**src/rtl/flash_guard_pkg.sv**
```systemverilog
package flash_guard_pkg;
  localparam int SR_W        = 8;
  localparam int BP_W        = 3;
  localparam int SR_WEL_BIT  = 1;
  localparam int SR_BP_LSB   = 2;
  localparam int SR_LOCK_BIT = 7;
  localparam int KIND_W      = 3;

  localparam logic [KIND_W-1:0] OP_WEL_SET      = 3'd0;
  localparam logic [KIND_W-1:0] OP_WEL_CLR      = 3'd1;
  localparam logic [KIND_W-1:0] OP_STATUS_WR    = 3'd2;
  localparam logic [KIND_W-1:0] OP_PROGRAM      = 3'd3;
  localparam logic [KIND_W-1:0] OP_SECTOR_ERASE = 3'd4;
  localparam logic [KIND_W-1:0] OP_BULK_ERASE   = 3'd5;

  typedef struct packed {
    logic            lock;
    logic [BP_W-1:0] bp;
    logic            wel;
  } guard_state_t;
endpackage

```
**src/rtl/pulse_tally.sv**
```systemverilog
module pulse_tally #(
  parameter int CNT_W      = 6,
  parameter int CHECK_BITS = 3
) (
  input  logic             clk,
  input  logic             rst_n,
  input  logic             cs_n,
  input  logic             sck_pulse,
  output logic [CNT_W-1:0] count,
  output logic             aligned
);
  always_ff @(posedge clk) begin
    if (!rst_n)         count <= '0;
    else if (cs_n)      count <= '0;
    else if (sck_pulse) count <= count + 1'b1;
  end

  assign aligned = (count[CHECK_BITS-1:0] == '0);


  cnt_clear_chk: assert property (@(posedge clk) disable iff (!rst_n)
    cs_n |=> (count == '0));


  cnt_hold_chk: assert property (@(posedge clk) disable iff (!rst_n)
    (!cs_n && !sck_pulse) |=> $stable(count));
endmodule

```
**src/rtl/frame_latch.sv**
```systemverilog
module frame_latch
  import flash_guard_pkg::*;
#(
  parameter int ADDR_W = 22
) (
  input  logic              clk,
  input  logic              rst_n,
  input  logic              cs_n,
  input  logic              cmd_valid,
  output logic              cmd_ready,
  input  logic [KIND_W-1:0] cmd_kind,
  input  logic [ADDR_W-1:0] cmd_addr,
  input  logic [SR_W-1:0]   cmd_wdata,
  output logic              held,
  output logic [KIND_W-1:0] held_kind,
  output logic [ADDR_W-1:0] held_addr,
  output logic [SR_W-1:0]   held_wdata
);
  logic take;

  assign cmd_ready = !cs_n && !held;
  assign take      = cmd_valid && cmd_ready;

  always_ff @(posedge clk) begin
    if (!rst_n) begin
      held       <= 1'b0;
      held_kind  <= '0;
      held_addr  <= '0;
      held_wdata <= '0;
    end else if (cs_n) begin
      held <= 1'b0;
    end else if (take) begin
      held       <= 1'b1;
      held_kind  <= cmd_kind;
      held_addr  <= cmd_addr;
      held_wdata <= cmd_wdata;
    end
  end


  one_per_frame_chk: assert property (@(posedge clk) disable iff (!rst_n)
    (held && !cs_n) |=> ($stable(held_kind) && $stable(held_addr)));
endmodule

```
**src/rtl/zone_guard.sv**
```systemverilog
module zone_guard
  import flash_guard_pkg::*;
#(
  parameter int ADDR_W = 22,
  parameter int SECT_W = 6
) (
  input  logic [BP_W-1:0]   bp,
  input  logic [ADDR_W-1:0] addr,
  output logic              addr_locked,
  output logic              any_locked
);
  localparam int NSEC = 1 << SECT_W;
  localparam logic [SECT_W:0] NSEC_V = (SECT_W+1)'(NSEC);
  localparam logic [SECT_W:0] ONE_V  = (SECT_W+1)'(1);

  logic [SECT_W-1:0] sector;
  logic [SECT_W:0]   span;
  logic [SECT_W:0]   floor_v;

  assign sector = addr[ADDR_W-1 -: SECT_W];

  always_comb begin
    if (bp == '0)  span = '0;
    else if (&bp)  span = NSEC_V;
    else           span = ONE_V << (bp - BP_W'(1));
  end

  assign floor_v     = NSEC_V - span;
  assign addr_locked = (span != '0) && ({1'b0, sector} >= floor_v);
  assign any_locked  = |bp;
endmodule

```
**src/rtl/flash_write_gate.sv**
```systemverilog
module flash_write_gate
  import flash_guard_pkg::*;
#(
  parameter int ADDR_W     = 22,
  parameter int SECT_W     = 6,
  parameter int CNT_W      = 6,
  parameter int CHECK_BITS = 3
) (
  input  logic              clk,
  input  logic              rst_n,
  input  logic              cs_n,
  input  logic              sck_pulse,
  input  logic              wp_n,
  input  logic              cmd_valid,
  output logic              cmd_ready,
  input  logic [KIND_W-1:0] cmd_kind,
  input  logic [ADDR_W-1:0] cmd_addr,
  input  logic [SR_W-1:0]   cmd_wdata,
  output logic              go_o,
  output logic              reject_o,
  output logic [KIND_W-1:0] verdict_kind,
  output logic [SR_W-1:0]   status_o
);
  logic [CNT_W-1:0]  count;
  logic              aligned;
  logic              held;
  logic [KIND_W-1:0] h_kind;
  logic [ADDR_W-1:0] h_addr;
  logic [SR_W-1:0]   h_wdata;
  logic              addr_locked, any_locked;
  logic              cs_q;
  guard_state_t      st;

  pulse_tally #(.CNT_W(CNT_W), .CHECK_BITS(CHECK_BITS)) u_tally (
    .clk(clk), .rst_n(rst_n), .cs_n(cs_n), .sck_pulse(sck_pulse),
    .count(count), .aligned(aligned));

  frame_latch #(.ADDR_W(ADDR_W)) u_latch (
    .clk(clk), .rst_n(rst_n), .cs_n(cs_n), .cmd_valid(cmd_valid),
    .cmd_ready(cmd_ready), .cmd_kind(cmd_kind), .cmd_addr(cmd_addr),
    .cmd_wdata(cmd_wdata), .held(held), .held_kind(h_kind),
    .held_addr(h_addr), .held_wdata(h_wdata));

  zone_guard #(.ADDR_W(ADDR_W), .SECT_W(SECT_W)) u_zone (
    .bp(st.bp), .addr(h_addr), .addr_locked(addr_locked),
    .any_locked(any_locked));

  logic frame_end, write_class, hw_lock, target_locked, grant;

  assign frame_end   = cs_n && !cs_q;
  assign hw_lock     = st.lock && !wp_n;
  assign write_class = (h_kind == OP_STATUS_WR) || (h_kind == OP_PROGRAM) ||
                       (h_kind == OP_SECTOR_ERASE) || (h_kind == OP_BULK_ERASE);

  always_comb begin
    unique case (h_kind)
      OP_STATUS_WR:               target_locked = hw_lock;
      OP_PROGRAM, OP_SECTOR_ERASE: target_locked = addr_locked;
      OP_BULK_ERASE:              target_locked = any_locked;
      default:                    target_locked = 1'b0;
    endcase
  end

  assign grant = aligned && st.wel && !target_locked;

  always_ff @(posedge clk) begin
    if (!rst_n) begin
      cs_q         <= 1'b1;
      st           <= '0;
      go_o         <= 1'b0;
      reject_o     <= 1'b0;
      verdict_kind <= '0;
    end else begin
      cs_q     <= cs_n;
      go_o     <= 1'b0;
      reject_o <= 1'b0;
      if (frame_end && held) begin
        verdict_kind <= h_kind;
        if (h_kind == OP_WEL_SET) begin
          st.wel <= 1'b1;
        end else if (h_kind == OP_WEL_CLR) begin
          st.wel <= 1'b0;
        end else if (write_class) begin
          if (grant) begin
            go_o   <= 1'b1;
            st.wel <= 1'b0;
            if (h_kind == OP_STATUS_WR) begin
              st.bp   <= h_wdata[SR_BP_LSB +: BP_W];
              st.lock <= h_wdata[SR_LOCK_BIT];
            end
          end else begin
            reject_o <= 1'b1;
          end
        end
      end
    end
  end

  always_comb begin
    status_o                          = '0;
    status_o[SR_WEL_BIT]              = st.wel;
    status_o[SR_BP_LSB +: BP_W]       = st.bp;
    status_o[SR_LOCK_BIT]             = st.lock;
  end


  verdict_excl_chk: assert property (@(posedge clk) disable iff (!rst_n)
    !(go_o && reject_o));


  verdict_single_chk: assert property (@(posedge clk) disable iff (!rst_n)
    (go_o || reject_o) |=> !(go_o || reject_o));


  reject_keeps_status_chk: assert property (@(posedge clk) disable iff (!rst_n)
    reject_o |-> $stable(status_o));


  count_gate_chk: assert property (@(posedge clk) disable iff (!rst_n)
    go_o |-> $past(aligned));


  hw_lock_chk: assert property (@(posedge clk) disable iff (!rst_n)
    (go_o && verdict_kind == OP_STATUS_WR) |-> !$past(st.lock && !wp_n));


  bulk_clear_chk: assert property (@(posedge clk) disable iff (!rst_n)
    (go_o && verdict_kind == OP_BULK_ERASE) |-> ($past(st.bp) == '0));


  full_lock_chk: assert property (@(posedge clk) disable iff (!rst_n)
    (go_o && (verdict_kind == OP_PROGRAM || verdict_kind == OP_SECTOR_ERASE))
      |-> !(&$past(st.bp)));
endmodule

```
**config.mk**
```make
export PLATFORM = sky130hd
export DESIGN_NAME = flash_write_gate
export DESIGN_NICKNAME = d
export VERILOG_FILES = /design/src/rtl/flash_guard_pkg.sv /design/src/rtl/pulse_tally.sv /design/src/rtl/frame_latch.sv /design/src/rtl/zone_guard.sv /design/src/rtl/flash_write_gate.sv
export SDC_FILE = /design/constraint.sdc
export NUM_CORES = 1
export LEC_CHECK = 0
export ABC_CLOCK_PERIOD_IN_PS = 5400
export BUFFER_PORTS_ARGS = -buffer_cell sky130_fd_sc_hd__buf_4
export CORE_ASPECT_RATIO = 0.7
export CORE_MARGIN = 2
export CORE_UTILIZATION = 39
export DETAILED_ROUTE_END_ITERATION = 10
export HOLD_SLACK_MARGIN = 0.03
export PLACE_DENSITY = 0.68
export SKIP_LAST_GASP = 1
export SYNTH_ARGS = -nofsm -noshare
export SYNTH_HDL_FRONTEND = slang
export SYNTH_SLANG_ARGS = --single-unit
```
**constraint.sdc**
```tcl
create_clock -name clk -period 5.4 [get_ports clk]
set_clock_uncertainty 0.2 [all_clocks]
set_input_delay 0.54 -clock clk [delete_from_list [all_inputs] [get_ports clk]]
set_output_delay 0.54 -clock clk [all_outputs]
set_load 0.03 [all_outputs]
```
Word-level counts from Yosys, hierarchy flattened
Cells that the tools add are included.
- bitwise logic cells: 6
- $add $sub $neg: 3
- equal/unequal tests: 5
- $lt $le $gt $ge: 1
- shift operators: 1
- mux-type cells: 9
- reductions and logical operators: 30
- operator list (operator ; number):
    2-to-1 mux 7 bit ; 2
    zero test 3 bit ; 3
    logical AND 1 bit ; 8
    >= comparator 6 x 7 -> 1 bit ; 1
    nonzero test 7 bit ; 1
    << shifter 1 x 3 -> 7 bit (first input constant) ; 1
    subtractor 7 bit (first input constant) ; 1
    adder 6 x 1 -> 6 bit (second input constant) ; 1
    equality test 3 x 2 -> 1 bit (second input constant) ; 2
    equality test 3 bit (second input constant) ; 2
    2-to-1 mux 1 bit ; 6
    inverter 1 bit ; 6
    AND reduction 3 bit ; 2
    AND reduction 6 bit ; 1
    nonzero test 3 bit ; 2
    zero test 1 bit ; 5
    OR reduction 5 bit ; 1
    OR reduction 2 bit ; 2
    equality test 3 x 1 -> 1 bit (second input constant) ; 1
    logical OR 1 bit ; 3
    case mux 1 bit (3 select lines) ; 1
    OR reduction 3 bit ; 1
    subtractor 3 x 1 -> 3 bit (second input constant) ; 1
    AND reduction 2 bit ; 1
- word-level logic and storage cells: 67
- output and inout port bits: 14
- flip-flop bits (word level): 51
- input bits: 39

Longest topological paths before layout
Gate-level depths: netlist (run 1).
- depth after elaboration: 14
- gate-level depth with buffers: 13
- mapped depth without buffers: 12

Modules after synthesis
A second synthesis (run 1) with hierarchy kept.
- cell total of the unflattened synthesis: 280
- area total of the unflattened synthesis: 2496.1 um2
- by module, submodules not included (module ; cells an instance ; sequential area each (um2) ; area an instance (um2) ; times used):
    frame_latch ; 148 ; 680.7 ; 1392.6 ; 1
    flash_write_gate ; 65 ; 220.2 ; 568.0 ; 1
    pulse_tally ; 29 ; 120.1 ; 271.5 ; 1
    zone_guard ; 38 ; 0.0 ; 264.0 ; 1

Worst setup path after synthesis (run 1)
Ideal clock, no wire load.
- path kind: register -> register
- start: register, netlist name status_o[3]
- end: register st, in the netlist status_o[1]
- required time: 5065 ps
- clock period less this slack: 2841 ps
- library setup time: 135 ps
- slack: 2559 ps
- data arrival time: 2507 ps
- stages on the path, launching flop included: 13
- buffers on the path: 1
- cell sequence: dfxtp_1 -> clkbuf_1 -> nor3_1 -> inv_1 -> ha_1 -> nor2_1 -> a32o_1 -> ha_1 -> a21o_1 -> a21oi_1 -> o21ai_0 -> a221oi_1 -> a21oi_1
- longest elaborated chain between the ends: 12
- elaborated cells on any way between the ends: 16
- those cells by class: add/sub (2); order compare (1); shift (1); mux (3); reduce/logical (9)
- RTL lines (what ; line ; RTL):
    subtractor 3 x 1 -> 3 bit ; zone_guard.sv:25 ; else span = ONE_V << (bp - BP_W'(1));
    << shifter 1 x 3 -> 7 bit ; zone_guard.sv:25 ;
    2-to-1 mux 7 bit ; zone_guard.sv:24 ; else if (&bp) span = NSEC_V;
    2-to-1 mux 7 bit ; zone_guard.sv:23 ; if (bp == '0) span = '0;
    subtractor 7 bit ; zone_guard.sv:28 ; assign floor_v = NSEC_V - span;
    >= comparator 6 x 7 -> 1 bit ; zone_guard.sv:29 ; assign addr_locked = (span != '0) && ({1'b0, sector} >= floor_v);
    logical AND 1 bit ; zone_guard.sv:29 ;
    case mux 1 bit (3 select lines) (*) ; flash_write_gate.sv:56 ; unique case (h_kind)
    zero test 1 bit (*) ; flash_write_gate.sv:64 ; assign grant = aligned && st.wel && !target_locked;
    logical AND 1 bit (*) ; flash_write_gate.sv:64 ;
    nonzero test 3 bit (no source line) (*) ; - ;
    AND reduction 3 bit (no source line) (*) ; - ;
    end: declaration ; flash_write_gate.sv:32 ; guard_state_t st;
Mark *: on every way between the ends. The rest lies on a longest branch, timed or not.
A chain may end at the register's enable or synchronous reset.

Final worst setup path (run 1)
- start: register, netlist name status_o[2]
- end: register st, in the netlist status_o[1]
- longest elaborated chain between the ends: 12
- elaborated cells on any way between the ends: 16
- those cells by class: add/sub (2); order compare (1); shift (1); mux (3); reduce/logical (9)
- RTL lines (what ; line):
    subtractor 3 x 1 -> 3 bit ; zone_guard.sv:25
    << shifter 1 x 3 -> 7 bit ; zone_guard.sv:25
    2-to-1 mux 7 bit ; zone_guard.sv:24
    2-to-1 mux 7 bit ; zone_guard.sv:23
    subtractor 7 bit ; zone_guard.sv:28
    >= comparator 6 x 7 -> 1 bit ; zone_guard.sv:29
    logical AND 1 bit ; zone_guard.sv:29
    case mux 1 bit (3 select lines) (*) ; flash_write_gate.sv:56
    zero test 1 bit (*) ; flash_write_gate.sv:64
    logical AND 1 bit (*) ; flash_write_gate.sv:64
    nonzero test 3 bit (no source line) (*) ; -
    AND reduction 3 bit (no source line) (*) ; -
Marked as above.

==> metrics, run 1 <==
outcome complete, no violations; setup repair bufs after CTS 0; crit-path max FO 11; largest area contributor in the netlist dfxtp_1; drt pass-1 iters 4; RR Startpoint status_o[2]$_SDFFE_PN0P_; met1 WL 1380 um; Die H around 55 um; CTS Buffer Depth 2; Min-Delay Endpoint u_latch.held_addr[16]$_SDFFE_PN0P_; net switching fraction of the power 0.230; final non-filler cell total approximately 240; pre-CTS setup slack 2410 ps; asr flop ratio synth 0; Gate Count Post-Synth between 150 and 200; post-place instance area 1670 um2; count leader, synth nand2_1; Clk pwr share 0.298; Synth top area share 0.389; fillers 373; combinational group share of total power 0.110; top layer in use met4; Yosys reg bits 28; first-pass GRT wire length 4340 um; final hold violation count 0; IO Port Bufs 29; row count 18; clock sinks 28; Min Hold Slack 267 ps; CTS buffer count 3; area delta synth->final 18.9%; final worst path period share 0.557; # setup viols final 0; fmax roughly 0.33 GHz; crit path DAT ~3000 ps; worst r2r path cells 11; Reg power frac 0.591; die area about 4200 um2; initial core utilization 0.408; post-cts sizing count 0; share of cells above drive strength 1 0.194; initial antenna violation count 0; post-route total power approximately 370 uW; First DRT Iteration DRCs 38; worst min path class flip-flop to flip-flop; Ant. Diodes 0; Clock Tree Root clkbuf_8; final setup margin between 2000 and 2500 ps; minimum clock period about 3000 ps; H-tree depth 1; IO Pins 53; Final Util 0.485; vias per inst roughly 4.6; Antenna Violating Nets Remaining 0; vias in the first global route 964; count of hold buffers inserted by post-cts repair 0; Post-synth EDFFs 0; CORE AREA ~3500 um2; WS Path Type flip-flop to flip-flop; hold path cells 2; P_sw 84.4 uW; Routed Wire Length 2650 um; Mean Syn Cell Area 8.63 um2; Die X 76.7 um; top cells by count, synth nand2_1 (33), dfxtp_1 (28), a21boi_0 (13); Final #Nets 241; Leakage 0.710 nW; hpwl dp 2000 um; met3 wire len 124 um; crit path capture type flip-flop; gr usage total 0.136; Worst setup SP type flip-flop; drt drc 0; TritonCTS clock tree done; WL/cell 11.0 um; Synth cell types 36; Congestion Overflow GR 0; Reg clk slew, reported paths 90 ps; top cells by area, synth dfxtp_1 (39%), nand2_1 (8.6%), ha_1 (7.8%), a21boi_0 (6.8%), mux2i_1 (5.6%); reg-to-reg endpoint status_o[1]$_SDFFE_PN0P_; via count between 1000 and 1500; Syn. warnings 0; sequential area share after synthesis 0.389; Reg2Reg Setup Slack 2390 ps; Mapped Area around 1400 um2; setup_tns 0 ps; MaxCap Viol Count 0; Final Max Tran Viols 0; pin count of the biggest net entering global routing 24; final instance area 1710 um2; Met2 Wirelength 1120 um; min-delay src u_latch.held_addr[16]$_SDFFE_PN0P_; power density cells between 200 and 250 nW/um2; RSZ-0062 raised after global routing no; Data required, critical path 5340 ps; Inst Count DP 238; dominant synthesized flop cell dfxtp_1; Worst IR Drop VDD 0.000121 V; internal power 282 uW; GPL Wtd Cong 0.744; clk_lat worst skew between 200 and 300 ps
cell families (layout without fill, tap and decap cells):
logic type | Yosys count | in the layout | share of synthesized area
AOI/OAI and AO/OA | 30 | 30 | 0.148
xor gates and xnor gates | 3 | 3 | 0.0182
adders and majority gates | 9 | 9 | 0.0781
buffers and inverters | 18 | 40 | 0.0599
DFF | 28 | 28 | 0.389
muxes | 8 | 8 | 0.0556
other | 1 | 3 | 0.00260
and+or+nand+nor | 70 | 70 | 0.249
critical path, stage by stage, from the launching register on:
cell and delay, ps:
dfxtp_1 540, inv_1 90, nor3_1 210, inv_1 80, ha_1 260, a32o_1 230, ha_1 280, a21o_1 160
a21oi_1 140, o21ai_0 140, a221oi_1 430, a21oi_1 120
power by group through the flow:
stage	Clock (mW)	Combinational (mW)	Sequential, mW
after global routing	0.121	0.0461	0.218
after global placement	0	0.0406	0.222
after detailed placement	0	0.0412	0.222
after CTS	0.113	0.0412	0.217
after floorplan	0	0.0261	0.221
final	0.109	0.0404	0.217
layout make-up:
class                      count  area, um2  share of cell area
multi-input combinational    123        802               0.468
sequential                    28        561               0.327
timing repair buffer          29        218               0.127
tap                           50       62.6              0.0365
clock buffer                   3       41.3              0.0241
inverter                       8       30.0              0.0175
state kept, by name (all words and copies together) (netlist names):
register and cells:
cs_q 1, go_o 1, reject_o 1, status_o 5, u_latch.held 1, u_latch.held_addr 6, u_latch.held_kind 3, u_latch.held_wdata 4
u_tally.count 3, verdict_kind 3
worst max-delay path by stage:
| stage | to | from | slack (ps) |
|---|---|---|---|
| floorplan | status_o[1]$_SDFFE_PN0P_ | status_o[3]$_SDFFE_PN0P_ | 2560 |
| global placement | status_o[1]$_SDFFE_PN0P_ | status_o[2]$_SDFFE_PN0P_ | 2440 |
| detailed placement | status_o[1]$_SDFFE_PN0P_ | status_o[2]$_SDFFE_PN0P_ | 2410 |
| CTS | status_o[1]$_SDFFE_PN0P_ | status_o[2]$_SDFFE_PN0P_ | 2380 |
| global route | status_o[1]$_SDFFE_PN0P_ | status_o[2]$_SDFFE_PN0P_ | 2110 |
| finish | status_o[1]$_SDFFE_PN0P_ | status_o[2]$_SDFFE_PN0P_ | 2390 |
cells in the final DEF, fill, tap and decap left out, drive strengths merged:
master / n
ha: 9
a221oi: 1
o31a: 1
conb: 3
nand2b: 4
and2: 1
a2111oi: 1
nor2: 10
buf: 29
a21oi: 3
xor2: 1
nor2b: 10
a32o: 1
a21o: 2
dfxtp: 28
nor3b: 1
nand2: 34
a31oi: 1
nor4: 1
a211oi: 1
inv: 8
nand3: 3
nand3b: 2
or3: 1
and4: 1
nor4b: 1
xnor2: 2
a311o: 1
nor3: 1
a21boi: 13
o21ai: 5
mux2i: 8
clkbuf: 3
routing by layer:
layer / global-route usage / up-vias
li1: - / 604
met1: 0.174 / 485
met2: 0.228 / 23
met3: 0.0363 / 4
met4: 0.0455 / 0
met5: 0 / -
Power figures use the tool's default switching activity.
==> inputs of run 2 (changes only) <==
--- a/config.mk
+++ b/config.mk
@@ -5,14 +5,14 @@
 export SDC_FILE = /design/constraint.sdc
 export NUM_CORES = 1
 export LEC_CHECK = 0
-export ABC_CLOCK_PERIOD_IN_PS = 5400
+export ABC_CLOCK_PERIOD_IN_PS = 2500
 export BUFFER_PORTS_ARGS = -buffer_cell sky130_fd_sc_hd__buf_4
 export CORE_ASPECT_RATIO = 0.7
 export CORE_MARGIN = 2
 export CORE_UTILIZATION = 39
 export DETAILED_ROUTE_END_ITERATION = 10
 export HOLD_SLACK_MARGIN = 0.03
-export PLACE_DENSITY = 0.68
+export PLACE_DENSITY = 0.7
 export SKIP_LAST_GASP = 1
 export SYNTH_ARGS = -nofsm -noshare
 export SYNTH_HDL_FRONTEND = slang
==> constraint.sdc (replaced) <==
create_clock -name clk -period 2.5 [get_ports clk]
set_clock_uncertainty 0.2 [all_clocks]
set_input_delay 0.25 -clock clk [delete_from_list [all_inputs] [get_ports clk]]
set_output_delay 0.25 -clock clk [all_outputs]
set_load 0.03 [all_outputs]
==> metrics, run 2 (synthesis gave the netlist of run 1 again) <==
end point of the critical path go_o$_SDFF_PP0_; Inst Count DP 243; pin count of the biggest net entering global routing 24; outcome complete, no violations; MaxCap Viol Count 0; IO Port Bufs 29; Die H 54.9 um; drt drc 0; Biggest register u_latch.held_addr; Congestion Overflow GR 0; Leakage 0.833 nW; commonest non-fill, non-tap cell in the layout buf_4; final worst path period share 0.986; WL/cell 11.7 um; vias per inst 4.64; minimum clock period about 2500 ps; Critical-path top delay cell dfxtp_4; worst min path class input pin to flip-flop; # setup viols final 0; GPL Wtd Cong 0.738; Reg clk slew, reported paths 100 ps; drt pass-1 iters 4; RSZ-0062 raised after global routing yes; worst slew pin tran 516 ps; pre-CTS setup slack -17.1 ps; first-pass GRT wire length 5130 um; Routed Wire Length ~3000 um; fmax 0.406 GHz; power density cells approximately 470 nW/um2; final non-filler cell total between 200 and 300; initial antenna violation count 0; via count about 1200; clk_lat worst skew 280 ps; area delta synth->final 38.4%; Worst slew margin 0.647; H-tree depth 1; Min Hold Slack ~30 ps; Die X 76.7 um; IO Pins 53; Ant. Diodes 0; gr usage total 0.158; CP Cell Sequence buf_4 -> nand2_1 -> ha_4 -> nor2_2 -> a32o_2 -> ha_4 -> a21o_1 -> a21oi_2 -> o21ai_2 -> a221oi_2 -> nor2b_1; RR Startpoint status_o[3]$_SDFFE_PN0P_; initial core utilization 0.408; crit-path most repeated cell ha_4; cell family with most CP delay compound AO/OA/AOI/OAI gates; CORE AREA 3540 um2; fillers around 350; slowest stage delay, CP 380 ps; Clock Tree Root clkbuf_8; worst r2r path cells 11; Worst setup SP type flip-flop; TritonCTS clock tree done; Antenna Violating Nets Remaining 0; hpwl dp around 2000 um; CTS Buffer Depth 2; Buf+Inv Stages, Crit Path 1; CP startpoint status_o[3]$_SDFFE_PN0P_; CTS buffer count 3; WS Path Type flip-flop to flip-flop; Data required, critical path about 2500 ps; Reg2Reg Setup Slack between 30 and 40 ps; clock sinks 28; max reg flops 6; crit path capture type flip-flop; Worst IR Drop VDD 0.000240 V; die area roughly 4200 um2; reg-to-reg endpoint go_o$_SDFF_PP0_; setup_tns 0 ps; Final Max Tran Viols 0; crit path DAT 2480 ps; final hold violation count 0; most frequent cells in the layout buf_4 (38), nand2_1 (33), dfxtp_1 (25), a21boi_0 (13), dlygate4sd3_1 (11); Worst path depth 11; share of cells above drive strength 1 0.283; row count 18; final setup margin 34.8 ps; crit-path max FO 5; First DRT Iteration DRCs 15; Final #Nets 261; vias in the first global route 1099
## run 2: cell types whose count changed in the layout (fill, tap and decap cells not counted), sizes merged
cell	change
dlygate4sd3	+11
bufinv	+1
buf	+9
## run 2: area by class of cell
type | count | area (um2) | area share
sequential | 28 | 572 | 0.287
clock buffer | 3 | 41.3 | 0.0207
tap | 50 | 62.6 | 0.0314
inverter | 8 | 30.0 | 0.0151
clock inverter | 1 | 30.0 | 0.0151
timing repair buffer | 49 | 395 | 0.198
multi-input combinational | 123 | 863 | 0.433
## run 2: worst min path at each step
stage                     depth (start not counted)                                from                                  to  slack (ps)
after CTS                                         3                        cmd_wdata[4]  u_latch.held_wdata[4]$_SDFFE_PN0P_          30
after detailed placement                          2  u_latch.held_wdata[7]$_SDFFE_PN0P_  u_latch.held_wdata[7]$_SDFFE_PN0P_         260
after global routing                              3                        cmd_wdata[4]  u_latch.held_wdata[4]$_SDFFE_PN0P_          40
after floorplan                                   2                           cmd_valid           u_latch.held$_SDFFE_PP0P_         170
after global placement                            2  u_latch.held_wdata[4]$_SDFFE_PN0P_  u_latch.held_wdata[4]$_SDFFE_PN0P_         250
final                                             3                        cmd_wdata[4]  u_latch.held_wdata[4]$_SDFFE_PN0P_          30
## run 2: where the power goes
group | switching, mW | total [mW] | internal, mW | leakage, nW
Sequential | 0.0109 | 0.466 | 0.455 | 0.230
Combinational | 0.0499 | 0.107 | 0.0569 | 0.567
Clock | 0.144 | 0.358 | 0.214 | 0.0357
Total | 0.205 | 0.931 | 0.727 | 0.833
## run 2: what timing repair did
action,CTS,global route
hold buffers,11,0
endpoints found under the hold margin,11,0
setup endpoints to repair,2,7
setup buffers,2,2
pin swaps,3,8
resized for setup,5,3
## run 2: layer usage
layer  routed length, um  global-route usage  up-vias
li1                    -                   -      642
met1                1590               0.217      544
met2                1360               0.259       25
met3                 102              0.0347        4
met4                  21              0.0364        0
met5                   0                   0        -
## run 2: tightest hold or removal path, cell delays in order
cell	delay [ps]
buf_4	110
nand2_1	50
a21boi_0	60
## run 2: metrics by stage
step,cell area [um2],utilization,power [mW]
4_1_cts,1960,0.556,0.932
5_1_grt,1990,0.564,0.969
3_3_place_gp,1740,0.493,0.564
2_1_floorplan,1500,-,0.531
6_report,1990,0.564,0.931
3_5_place_dp,1740,0.493,0.565
==> inputs of run 3 (changes only) <==
--- a/config.mk
+++ b/config.mk
@@ -12,8 +12,9 @@
 export CORE_UTILIZATION = 39
 export DETAILED_ROUTE_END_ITERATION = 10
 export HOLD_SLACK_MARGIN = 0.03
-export PLACE_DENSITY = 0.7
+export PLACE_DENSITY = 0.65
 export SKIP_LAST_GASP = 1
 export SYNTH_ARGS = -nofsm -noshare
 export SYNTH_HDL_FRONTEND = slang
+export SYNTH_HIERARCHICAL = 1
 export SYNTH_SLANG_ARGS = --single-unit
==> metrics, run 3 <==
outcome complete, but fails checks; violated checks setup timing; first-pass GRT wire length around 5700 um; combinational group share of total power 0.133; pin count of the biggest net entering global routing 32; vias in the first global route 1273; Die X around 80 um; worst min path class input pin to flip-flop; initial antenna violation count 0; IO Port Bufs 29; share of cells above drive strength 1 0.269; CTS buffer count 3; Syn. warnings 6; net switching fraction of the power 0.237; minimum clock period 2620 ps; vias per inst 4.76; final hold violation count 0; Inst Count DP 262; Mean Syn Cell Area 8.66 um2; die area 4620 um2; grt peak-use layer met2; power density cells around 440 nW/um2; Die H 57.5 um; clock sinks 28; P_sw 216 uW; fmax 0.382 GHz; Leakage just under 0.9 nW; TritonCTS clock tree done; final worst path period share 1.05; MaxCap Viol Count 0; drt drc 0; Reg clk slew, reported paths 100 ps; met2 Use GR 0.243; H-tree depth 1; drt pass-1 iters 6; Routed Wire Length 3280 um; hpwl dp 2340 um; Worst IR Drop VDD about 0.00023 V; Mapped Area 1590 um2; Clk pwr share 0.350; Reg power frac 0.518; Antenna Violating Nets Remaining 0; Ant. Diodes 0; clk_lat worst skew 270 ps; WS Path Type flip-flop to flip-flop; via count ~1300; crit path DAT 2650 ps; First DRT Iteration DRCs 66; setup_tns -302 ps; met3 Use GR 0.0396; Min Hold Slack 31.6 ps; CORE AREA 3920 um2; pre-CTS setup slack -133 ps; Biggest register u_latch/held_addr; Worst setup SP type flip-flop; area delta synth->final 30.9%; met1 global-route usage 0.218; crit-path max FO 4; Data required, critical path ~2500 ps; Final #Nets 276; CTS Buffer Depth 2; Final Util 0.531; Final Max Tran Viols 0; final setup margin -120 ps; commonest non-fill, non-tap cell in the layout nand2_1; row count 19; RSZ-0062 raised after global routing yes; most frequent cells in the layout nand2_1 (42), buf_4 (41), dfxtp_1 (25), mux2i_1 (18), nor2_1 (14); final non-filler cell total 279; max reg flops 6; Gate Count Post-Synth about 180; crit path capture type flip-flop; internal power 695 uW; # setup viols final 3; Clock Tree Root clkbuf_8; fillers 365; gr usage total 0.155; Congestion Overflow GR 0; IO Pins 53; WL/cell 11.8 um; GPL Wtd Cong ~0.8; initial core utilization 0.406
[run 3: cell types whose count changed in the layout (fill, tap and decap cells not counted), sizes merged, moves of 4 or more]
cell	delta
mux2i	+10
nor2	+4
nand2	+8
nor2b	-7
a21boi	-13
a21oi	+5
[run 3: final timing paths]
path / startpoint / end / slack, ps / cells after the start
hold / removal: sck_pulse / u_tally/count[0]$_SDFFE_PP0P_ / 30 / 3
hold reg to reg: u_latch/held_addr[16]$_SDFFE_PN0P_ / u_latch/held_addr[16]$_SDFFE_PN0P_ / 260 / 2
setup reg to reg: status_o[4]$_SDFFE_PN0P_ / status_o[1]$_SDFFE_PN0P_ / -120 / 12
setup / recovery: status_o[4]$_SDFFE_PN0P_ / status_o[1]$_SDFFE_PN0P_ / -120 / 12
[run 3: metal layers]
layer	vias to the layer above	part of all wire
met5	-	0
met4	0	0.0082
met3	6	0.052
met2	44	0.42
met1	584	0.52
li1	693	-
[run 3: timing repair]
item,4_1_cts,5_1_grt
hold buffers,11,0
setup buffers,2,0
endpoints found under the hold margin,12,0
endpoints found under the setup margin,3,3
pin swaps,2,2
gates resized for setup,2,1
[run 3: worst max-delay path: stages (launching register included)]
cell,delay (ps)
dfxtp_4,360
nor3b_2,200
inv_1,90
ha_4,180
xnor2_2,140
ha_1,300
nand2_1,60
o21ai_2,100
nand4_1,120
a21oi_2,260
a211oi_2,120
a311oi_1,260
o31a_1,170
[run 3: cell type report]
class                           instances  area, um2  share of cell area
Inverter                                7       26.3              0.0126
Tap cell                               52       65.1              0.0312
Clock buffer                            4       66.3              0.0318
Sequential cell                        28        569               0.273
Multi-Input combinational cell        136        940               0.451
Timing Repair Buffer                   52        418               0.200
[run 3: stage by stage]
stage / area, um2 / total power, mW
floorplan: 1660 / 0.560
CTS: 2080 / 0.917
global placement: 1880 / 0.584
detailed placement: 1880 / 0.586
global route: 2080 / 0.953
finish: 2080 / 0.911
[run 3: power groups by stage]
stage               Clock, mW  Sequential (mW)  Combinational (mW)
floorplan                   0            0.476              0.0840
global placement            0            0.481               0.103
detailed placement          0            0.482               0.105
CTS                     0.326            0.472               0.120
global route            0.344            0.474               0.134
finish                  0.319            0.472               0.121
